### src/rtl/t1m_pkg.sv
package t1m_pkg;

    // Framing structure constants
    localparam int unsigned GRP_FRAMES = 12;  // begin-pulse spacing in mode 0
    localparam int unsigned RB_SPACING = 6;   // robbed bit every sixth frame
    localparam int unsigned SF_LEN_W   = 7;   // wide enough for 72

    typedef enum logic {
        ST_FBIT = 1'b0,
        ST_CHAN = 1'b1
    } pos_state_e;

    typedef struct packed {
        logic       mf_mode;
        logic [1:0] fmt;
        logic       rb_en;
    } mark_ctl_t;

    function automatic logic [SF_LEN_W-1:0] sf_len(input logic [1:0] fmt);
        unique case (fmt)
            2'd1:    sf_len = SF_LEN_W'(24);
            2'd2:    sf_len = SF_LEN_W'(72);
            default: sf_len = SF_LEN_W'(12);
        endcase
    endfunction

endpackage

### src/rtl/t1m_cfg_latch.sv
module t1m_cfg_latch
    import t1m_pkg::*;
#(
    parameter int unsigned NUM_CH = 24
) (
    input  logic              clk,
    input  logic              rst_n,
    input  logic              load,
    input  mark_ctl_t         ctl_in,
    input  logic [NUM_CH-1:0] mask_in,
    output mark_ctl_t         ctl_act,
    output logic [NUM_CH-1:0] mask_act
);

    always_ff @(posedge clk or negedge rst_n) begin
        if (!rst_n) begin
            ctl_act  <= '0;
            mask_act <= '0;
        end else if (load) begin
            ctl_act  <= ctl_in;
            mask_act <= mask_in;
        end
    end

    // active configuration moves only at a load point
    p_cfg_hold_r10: assert property (@(posedge clk) disable iff (!rst_n)
        !load |=> ($stable(ctl_act) && $stable(mask_act)));

endmodule

### src/rtl/t1m_position.sv
module t1m_position
    import t1m_pkg::*;
#(
    parameter int unsigned NUM_CH    = 24,
    parameter int unsigned CH_BITS   = 8,
    parameter int unsigned MF_FRAMES = 16
) (
    input  logic                           clk,
    input  logic                           rst_n,
    input  logic                           fsync,
    input  logic [1:0]                     fmt,
    output logic                           in_fbit,
    output logic [$clog2(NUM_CH)-1:0]      ch_idx,
    output logic [$clog2(CH_BITS)-1:0]     bit_idx,
    output logic [$clog2(GRP_FRAMES+1)-1:0] grp_frm,
    output logic                           mf_first,
    output logic                           sf_end
);

    localparam int unsigned CW = $clog2(NUM_CH);
    localparam int unsigned BW = $clog2(CH_BITS);
    localparam int unsigned GW = $clog2(GRP_FRAMES + 1);
    localparam int unsigned MW = $clog2(MF_FRAMES + 1);

    pos_state_e            state_q, state_d;
    logic [CW-1:0]         ch_q;
    logic [BW-1:0]         bit_q;
    logic [SF_LEN_W-1:0]   frm_q;
    logic [GW-1:0]         grp_q;
    logic [MW-1:0]         mf_q;
    logic [SF_LEN_W-1:0]   frm_len;
    logic                  ch_last_bit;
    logic                  frame_last;

    assign frm_len     = sf_len(fmt);
    assign ch_last_bit = (bit_q == BW'(CH_BITS - 1));
    assign frame_last  = (state_q == ST_CHAN) && ch_last_bit
                         && (ch_q == CW'(NUM_CH - 1));

    // State register
    always_ff @(posedge clk or negedge rst_n) begin
        if (!rst_n) state_q <= ST_FBIT;
        else        state_q <= state_d;
    end

    // Next state
    always_comb begin
        state_d = state_q;
        unique case (state_q)
            ST_FBIT: state_d = ST_CHAN;
            ST_CHAN: state_d = frame_last ? ST_FBIT : ST_CHAN;
        endcase
        if (fsync) state_d = ST_FBIT;
    end

    // Position counters
    always_ff @(posedge clk or negedge rst_n) begin
        if (!rst_n) begin
            ch_q  <= '0;
            bit_q <= '0;
            frm_q <= SF_LEN_W'(1);
            grp_q <= GW'(1);
            mf_q  <= MW'(1);
        end else if (fsync) begin
            ch_q  <= '0;
            bit_q <= '0;
            frm_q <= SF_LEN_W'(1);
            grp_q <= GW'(1);
            mf_q  <= MW'(1);
        end else if (state_q == ST_CHAN) begin
            if (ch_last_bit) begin
                bit_q <= '0;
                ch_q  <= frame_last ? '0 : ch_q + 1'b1;
            end else begin
                bit_q <= bit_q + 1'b1;
            end
            if (frame_last) begin
                frm_q <= (frm_q >= frm_len) ? SF_LEN_W'(1) : frm_q + 1'b1;
                grp_q <= (grp_q == GW'(GRP_FRAMES)) ? GW'(1) : grp_q + 1'b1;
                mf_q  <= (mf_q == MW'(MF_FRAMES)) ? MW'(1) : mf_q + 1'b1;
            end
        end
    end

    // Outputs
    always_comb begin
        in_fbit  = (state_q == ST_FBIT);
        ch_idx   = ch_q;
        bit_idx  = bit_q;
        grp_frm  = grp_q;
        mf_first = (mf_q == MW'(1));
        sf_end   = frame_last && (frm_q >= frm_len);
    end

    // frame sync lands on frame 1, bit 0
    p_fsync_align_r9: assert property (@(posedge clk) disable iff (!rst_n)
        fsync |=> (state_q == ST_FBIT && frm_q == SF_LEN_W'(1)
                   && grp_q == GW'(1) && mf_q == MW'(1)));

    // superframe wraps to frame 1 at its end
    p_sf_wrap_r3: assert property (@(posedge clk) disable iff (!rst_n)
        (sf_end && !fsync) |=> (state_q == ST_FBIT && frm_q == SF_LEN_W'(1)));

endmodule

### src/rtl/t1m_marker.sv
module t1m_marker
    import t1m_pkg::*;
#(
    parameter int unsigned NUM_CH  = 24,
    parameter int unsigned CH_BITS = 8
) (
    input  logic                            clk,
    input  logic                            rst_n,
    input  logic                            fsync,
    input  mark_ctl_t                       ctl,
    input  logic [NUM_CH-1:0]               mask,
    input  logic                            in_fbit,
    input  logic [$clog2(NUM_CH)-1:0]       ch_idx,
    input  logic [$clog2(CH_BITS)-1:0]      bit_idx,
    input  logic [$clog2(GRP_FRAMES+1)-1:0] grp_frm,
    input  logic                            mf_first,
    output logic                            begin_o,
    output logic                            mark_o
);

    localparam int unsigned BW = $clog2(CH_BITS);
    localparam int unsigned GW = $clog2(GRP_FRAMES + 1);

    logic rb_frame;
    logic rb_pos;

    always_comb begin
        rb_frame = (grp_frm == GW'(RB_SPACING)) || (grp_frm == GW'(2 * RB_SPACING));
        rb_pos   = ctl.rb_en && rb_frame && (bit_idx == BW'(CH_BITS - 1));
        begin_o  = in_fbit && (ctl.mf_mode ? mf_first : (grp_frm == GW'(1)));
        mark_o   = !in_fbit && (mask[ch_idx] || rb_pos);
    end

    // begin strobe lasts one bit period
    p_begin_single_r5: assert property (@(posedge clk) disable iff (!rst_n)
        (begin_o && !fsync) |=> !begin_o);

    // a mask mark before the last bit continues into the next bit
    p_mark_run_r6: assert property (@(posedge clk) disable iff (!rst_n)
        (mark_o && bit_idx != BW'(CH_BITS - 1) && !fsync) |=> mark_o);

endmodule

### src/rtl/t1m_marker_top.sv
module t1m_marker_top
    import t1m_pkg::*;
#(
    parameter int unsigned NUM_CH    = 24,
    parameter int unsigned CH_BITS   = 8,
    parameter int unsigned MF_FRAMES = 16
) (
    input  logic              clk,
    input  logic              rst_n,
    input  logic              frame_sync,
    input  logic              cfg_mf_mode,
    input  logic [1:0]        cfg_fmt,
    input  logic [NUM_CH-1:0] cfg_ts_mask,
    input  logic              cfg_rb_en,
    output logic              mf_begin,
    output logic              sig_mark
);

    localparam int unsigned CW = $clog2(NUM_CH);
    localparam int unsigned BW = $clog2(CH_BITS);
    localparam int unsigned GW = $clog2(GRP_FRAMES + 1);

    mark_ctl_t         ctl_in, ctl_act;
    logic [NUM_CH-1:0] mask_act;
    logic              in_fbit, mf_first, sf_end;
    logic [CW-1:0]     ch_idx;
    logic [BW-1:0]     bit_idx;
    logic [GW-1:0]     grp_frm;

    assign ctl_in = '{mf_mode: cfg_mf_mode, fmt: cfg_fmt, rb_en: cfg_rb_en};

    t1m_cfg_latch #(.NUM_CH(NUM_CH)) u_cfg (
        .clk      (clk),
        .rst_n    (rst_n),
        .load     (frame_sync | sf_end),
        .ctl_in   (ctl_in),
        .mask_in  (cfg_ts_mask),
        .ctl_act  (ctl_act),
        .mask_act (mask_act)
    );

    t1m_position #(.NUM_CH(NUM_CH), .CH_BITS(CH_BITS), .MF_FRAMES(MF_FRAMES)) u_pos (
        .clk      (clk),
        .rst_n    (rst_n),
        .fsync    (frame_sync),
        .fmt      (ctl_act.fmt),
        .in_fbit  (in_fbit),
        .ch_idx   (ch_idx),
        .bit_idx  (bit_idx),
        .grp_frm  (grp_frm),
        .mf_first (mf_first),
        .sf_end   (sf_end)
    );

    t1m_marker #(.NUM_CH(NUM_CH), .CH_BITS(CH_BITS)) u_mark (
        .clk      (clk),
        .rst_n    (rst_n),
        .fsync    (frame_sync),
        .ctl      (ctl_act),
        .mask     (mask_act),
        .in_fbit  (in_fbit),
        .ch_idx   (ch_idx),
        .bit_idx  (bit_idx),
        .grp_frm  (grp_frm),
        .mf_first (mf_first),
        .begin_o  (mf_begin),
        .mark_o   (sig_mark)
    );

endmodule

### config.mk
export PLATFORM = sky130hd
export DESIGN_NAME = t1m_marker_top
export DESIGN_NICKNAME = d
export VERILOG_FILES = /design/src/rtl/t1m_pkg.sv /design/src/rtl/t1m_cfg_latch.sv /design/src/rtl/t1m_position.sv /design/src/rtl/t1m_marker.sv /design/src/rtl/t1m_marker_top.sv
export SDC_FILE = /design/constraint.sdc
export NUM_CORES = 1
export LEC_CHECK = 0
export BUFFER_PORTS_ARGS = -buffer_cell sky130_fd_sc_hd__buf_2
export CAP_MARGIN = 20
export CELL_PAD_IN_SITES_DETAIL_PLACEMENT = 1
export CELL_PAD_IN_SITES_GLOBAL_PLACEMENT = 1
export CORE_ASPECT_RATIO = 0.8
export CORE_MARGIN = 2
export CORE_UTILIZATION = 50
export DETAILED_ROUTE_END_ITERATION = 10
export PLACE_DENSITY = 0.88
export RECOVER_POWER = 100
export SYNTH_ARGS = -nofsm -noshare
export SYNTH_HDL_FRONTEND = slang
export SYNTH_SLANG_ARGS = --single-unit
### constraint.sdc
create_clock -name clk -period 4.64 [get_ports clk]
set_clock_uncertainty 0.15 [all_clocks]
set_input_delay 0.232 -clock clk [delete_from_list [all_inputs] [get_ports clk]]
set_output_delay 0.232 -clock clk [all_outputs]
set_load 0.05 [all_outputs]
# Word-level counts from Yosys, hierarchy flattened
# Index checks and enable logic that the tools add are counted.
dict set report op_classes {
  n_addsub 5
  n_lt_le_gt_ge 2
  eq_ne 9
  n_mux 26
  n_bitwise 2
  reduce_logical 14
}
# cell n
set op_table {}
lappend op_table {{5-bit two-way mux} 8}
lappend op_table {{7-bit two-way mux} 4}
lappend op_table {{4-bit two-way mux} 4}
lappend op_table {{7-bit one-hot mux with 2 select lines} 1}
lappend op_table {{5-bit by 1-bit adder with 5-bit output, second input constant} 2}
lappend op_table {{5-bit == test, second input constant} 2}
lappend op_table {{3-bit two-way mux} 3}
lappend op_table {{7-bit by 1-bit adder with 7-bit output, second input constant} 1}
lappend op_table {{7-bit greater-or-equal comparator} 1}
lappend op_table {{1-bit logical AND} 7}
lappend op_table {{5-bit by 6-bit less-than comparator with 1-bit output, second input constant} 1}
lappend op_table {{2-bit nonzero test} 3}
lappend op_table {{1-bit binary-select mux with 5-bit select} 1}
lappend op_table {{5-bit by 1-bit == test with 1-bit output, second input constant} 1}
lappend op_table {{4-bit by 1-bit adder with 4-bit output, second input constant} 1}
lappend op_table {{4-bit by 1-bit == test with 1-bit output, second input constant} 1}
lappend op_table {{4-bit by 3-bit == test with 1-bit output, second input constant} 1}
lappend op_table {{4-bit == test, second input constant} 1}
lappend op_table {{1-bit two-way mux} 4}
lappend op_table {{2-bit AND reduction} 2}
lappend op_table {{3-bit by 1-bit adder with 3-bit output, second input constant} 1}
lappend op_table {{3-bit == test, second input constant} 1}
lappend op_table {{2-bit by 1-bit == test with 1-bit output, second input constant} 1}
lappend op_table {{2-bit == test, second input constant} 1}
lappend op_table {{other kinds (4)} 5}
dict set report totals {
  reg_bits 53
  out_inout_bits 2
}

# Logic depth before layout (Yosys ltp)
dict set report depth {
  depth_word 7
  depth_mapped 10
  mapped_depth_nobuf 9
}

# Cells and area by module
# Synthesis repeated with hierarchy kept, for this count alone.
dict set report unflattened {
  hier_cells 252
  hier_area_um2 2934.1
}
# mod instances cells_per_inst area_each_um2 seq_area_each_um2
set modules_own_cells {}
lappend modules_own_cells {t1m_position 1 168 1507.7 629.4}
lappend modules_own_cells {t1m_cfg_latch 1 59 1142.3 700.7}
lappend modules_own_cells {t1m_marker 1 24 277.8 0.0}
lappend modules_own_cells {t1m_marker_top 1 1 6.3 0.0}

# Least setup slack after synthesis
# No wires, ideal clock.
dict set report synth_path {
  path_kind {reg2reg}
  from {reg, netlist name u_cfg.ctl_act[1]}
  to {reg, netlist name u_cfg.ctl_act[1]}
  arrival_time_ns 2.151
  setup_slack_ns 2.214
  path_stages_with_launch 10
  path_buffers 1
  synth_period_minus_slack_ns 2.426
  path_cell_list {dfrtp_1 -> inv_1 -> ha_1 -> ha_1 -> a21boi_2 -> o21ai_1 -> a21o_1 -> a21oi_4 -> buf_12 -> mux2_4}
}
dict set report synth_via {
  elab_chain_cells 5
}
# element line
set synth_lines {}
lappend synth_lines {{2-bit == test or 2-bit by 1-bit == test with 1-bit output (tied branches)} t1m_pkg.sv:20} ;# unique case (fmt)
lappend synth_lines {{7-bit one-hot mux with 2 select lines *} t1m_pkg.sv:20}
lappend synth_lines {{7-bit greater-or-equal comparator *} t1m_position.sv:92} ;# sf_end = frame_last && (frm_q >= frm_len);
lappend synth_lines {{1-bit logical AND *} t1m_position.sv:92}
lappend synth_lines {{1-bit bitwise OR *} t1m_marker_top.sv:35} ;# .load (frame_sync | sf_end),
# Every way passes the cells marked *; elsewhere a longest branch is shown, timed or not.
# A chain may end at the register's enable or synchronous reset.

# Worst setup path after layout
dict set report layout_path {
  from {reg u_pos.ch_q[0] (netlist: u_pos.ch_idx[0])}
  to {reg u_cfg.mask_act[20]}
}
dict set report layout_via {
  elab_chain_cells 4
}
# element line
set layout_lines {}
lappend layout_lines {{start, declared} t1m_position.sv:26} ;# logic [CW-1:0] ch_q;
lappend layout_lines {{start signal, assigned} t1m_position.sv:73} ;# ch_q <= frame_last ? '0 : ch_q + 1'b1;
lappend layout_lines {{5-bit == test} t1m_position.sv:38} ;# && (ch_q == CW'(NUM_CH - 1));
lappend layout_lines {{1-bit logical AND} t1m_position.sv:38}
lappend layout_lines {{1-bit logical AND} t1m_position.sv:92}
lappend layout_lines {{1-bit bitwise OR} t1m_marker_top.sv:35}
lappend layout_lines {{end signal, assigned} t1m_cfg_latch.sv:21} ;# mask_act <= mask_in;
lappend layout_lines {{end, declared} t1m_cfg_latch.sv:12} ;# output logic [NUM_CH-1:0] mask_act
# No other way between the ends.

==> flow_summary.toml <==
[status]
status = "finished, violations left"
violations = "hold timing, capacitance limit, slew limit"

[floorplan]
dieArea_um2 = 6390
start_util_pct = 52.5
ios = 33
die_width_um = 88.9
core-area_um2 = 5500
die_y_um = 71.9
rows = 24

[cells_and_area]
nets = 333
n_antenna_cell = 0
drive_gt1_share_pct = 22.2
synthToLayoutAreaGrowth_pct = 11.1
mostFrequentLayoutCell = "dfrtp_1"
layout_common_cells = "dfrtp_1, buf_2, mux2_1, nor2_1, nand2_1"

[clock_network]
htreeDepth = 2
cts_resized = 0
clock_path_buffers = 2
clkTransAtPathRegs_ns = 0.10
root_buffer = "clkbuf_8"
holdBufCountCts = 9
clock_latency_ns = 0.31
cts_buffers = 5
postCtsSetupBuffers = 0
cts_tree = "done"
cts_sinks = 53

[yosys]
ys_warn_count = 0
async_flop_share_pct = 100
syn_nets = 290
yosysSeqAreaShare_pct = 46.1
synthCells = 244
syn-mean-instance-area_um2 = 11.8
synth.distinct_cells = 45
synth.ff_latch_count = 53
synth_flop_cell = "dfrtp_1"
synth_edf_count = 0
netlist_area_um2 = 2880

[critical_path]
cp_slowest_cell = "nor2_1"
slowest_delay_ns = 0.92
worstPathCellList = "ha_1, nand3_1, nor2_1, a21oi_2, buf_16, mux2_1"
path_class = "flip-flop to flip-flop"
cp_max_fo = 17
start_kind = "flip-flop"
worstPathRequired_ns = 4.68
worst-r2r-cell-count = 6
critical_path_arrival_ns = 3.56
cp-end-kind = "flip-flop"

[placed_design]
dpl.hpwl_um = 4780
numPortBuffers = 32
place.gp.congestion = 0.783

[detailed_routing]
drc = 0
ant_nets = 0
wl_per_cell_um = 19.8
vias_per_cell = 5.65
dr.pass1.iters = 4
routed_wl_um = 7230
vias = 2068
drtIter0Drc = 115

[power_and_ir_drop]
p_sw_share_pct = 25.4
combPwrFrac_pct = 12.4
p_leak_nw = 1.44
p_clk_share_pct = 30.7
ir_drop_mv = 0.196
powerDensity_nw_per_um2 = 279
power_frac_seq_pct = 57.0
p_int_w = 0.000667
switchingPower_w = 0.000227

[grt]
grt_pass1_vias = 2350
grt_overflow = 0
grt_pass1_wl_um = 12000
grt_max_degree = 54
track_usage_pct = 25.3
antenna_found_initial = 0

[sta]
timing.hold.ws_ns = -0.00871
fin_crit_ns = 3.52
final.setup.tns_ns = 0
max_freq_ghz = 0.284
rsz0062_at_grt = "false"
final-setup-viol-count = 0
max_slew_margin_pct = -90.0
worstMarginPinSlew_ns = 2.85
period_share_pct = 75.9
final_hold_viol_count = 4
maxSlewViolCount = 54

[hold_path]
holdPathStages = 2
hold_path.class = "input port to flip-flop"

[job]
cap_violations = 1
==> through the flow <==
stage | std cells | total power (W) | cell area, µm² | util, % | worst slack, ns
2_1_floorplan | 244 | 0.000589 | 2880 | - | 2.21
3_3_place_gp | 346 | 0.000622 | 3080 | 56.0 | 1.65
3_5_place_dp | 346 | 0.000634 | 3080 | 56.0 | 1.45
4_1_cts | 363 | 0.000914 | 3260 | 59.3 | 1.44
5_1_grt | 366 | 0.000937 | 3200 | 58.3 | 0.869
6_report | 366 | 0.000895 | 3200 | 58.3 | 1.12
==> critical path: cells and delay by family, from the launching register on <==
kind	cells	cell delay [ns]
fa+ha+maj	1	0.26
compound gates	1	0.57
mux	1	0.34
flops	1	0.70
simple gates	2	1.06
buf+inv	1	0.33
==> logic make-up (layout without fill, tap and decap cells) <==
kind of cell               Yosys count  count (layout)  share of synthesized area [%]
muxes                               38              38                           19.6
AOI/OAI and AO/OA                   37              37                           8.07
DFF                                 53              53                           46.1
xor gates and xnor gates             5               5                           1.52
adders and majority gates           15              15                           6.51
and+or+nand+nor                     74              74                           14.0
buffers and inverters               22              66                           4.17
==> flip-flops by register name, indices dropped and copies added (netlist names) <==
signal	flops
u_cfg.mask_act	24
u_pos.bit_idx	3
u_cfg.ctl_act	4
u_pos.mf_q	5
u_pos.state_q	1
u_pos.ch_idx	5
u_pos.frm_q	7
u_pos.grp_frm	4
==> final timing paths <==
path | endpoint | from | slack, ns
worst min-delay path | u_cfg.mask_act[9] | cfg_ts_mask[9] | -0.009
max in group asynchronous | u_cfg.mask_act[20] | rst_n | 1.41
worst max-delay path | u_cfg.mask_act[20] | u_pos.ch_idx[0] | 1.12
min in group asynchronous | u_cfg.mask_act[6] | rst_n | 1.33
worst min register to register | u_cfg.mask_act[5] | u_cfg.mask_act[5] | 0.36
worst max register to register | u_cfg.mask_act[20] | u_pos.ch_idx[0] | 1.12
==> cell type report <==
type	count	area, µm²
sequential	53	1330
multi-input combinational	169	1340
timing repair buffer	45	299
inverter	13	48.8
clock buffer	8	90.1
tap	78	97.6
fill	621	2290
==> layer usage <==
| metal | vias to the layer above | part of all wire (%) | global-route usage [%] |
|---|---|---|---|
| met5 | - | 0 | 0 |
| met4 | 0 | 2.2 | 9.43 |
| met3 | 12 | 3.0 | 4.89 |
| met2 | 36 | 53 | 44.3 |
| met1 | 1071 | 41 | 30.9 |
| li1 | 949 | - | - |
==> cells in the mapped netlist (2+ instances only) <==
cell type,count,area [µm²]
buf_12,2,40.0
mux4_2,6,135
o21ai_0,10,50.1
o21bai_1,2,15.0
ha_1,15,188
mux2_4,20,300
a31oi_1,2,12.5
nand3_1,13,65.1
xor2_1,5,43.8
a32oi_1,4,35.0
nand2b_1,3,18.8
mux2i_1,4,40.0
nor3_1,6,30.0
nand2_1,17,63.8
buf_2,3,15.0
clkbuf_1,2,7.51
dfstp_2,3,78.8
nand4_1,2,12.5
nand3b_1,3,22.5
inv_1,13,48.8
a21oi_1,13,65.1
mux2_2,8,90.1
nor2_1,15,56.3
or2_2,3,18.8
dfrtp_1,50,1250
==> power groups by stage <==
stage / combinational, W / sequential (W) / clock (W)
2_1_floorplan: 0.0000812 / 0.000508 / 0
3_3_place_gp: 0.000109 / 0.000513 / 0
3_5_place_dp: 0.000117 / 0.000517 / 0
4_1_cts: 0.000124 / 0.000508 / 0.000283
5_1_grt: 0.000123 / 0.000513 / 0.000300
6_report: 0.000111 / 0.000510 / 0.000275
No activity file was read; power rests on OpenSTA's default activity.
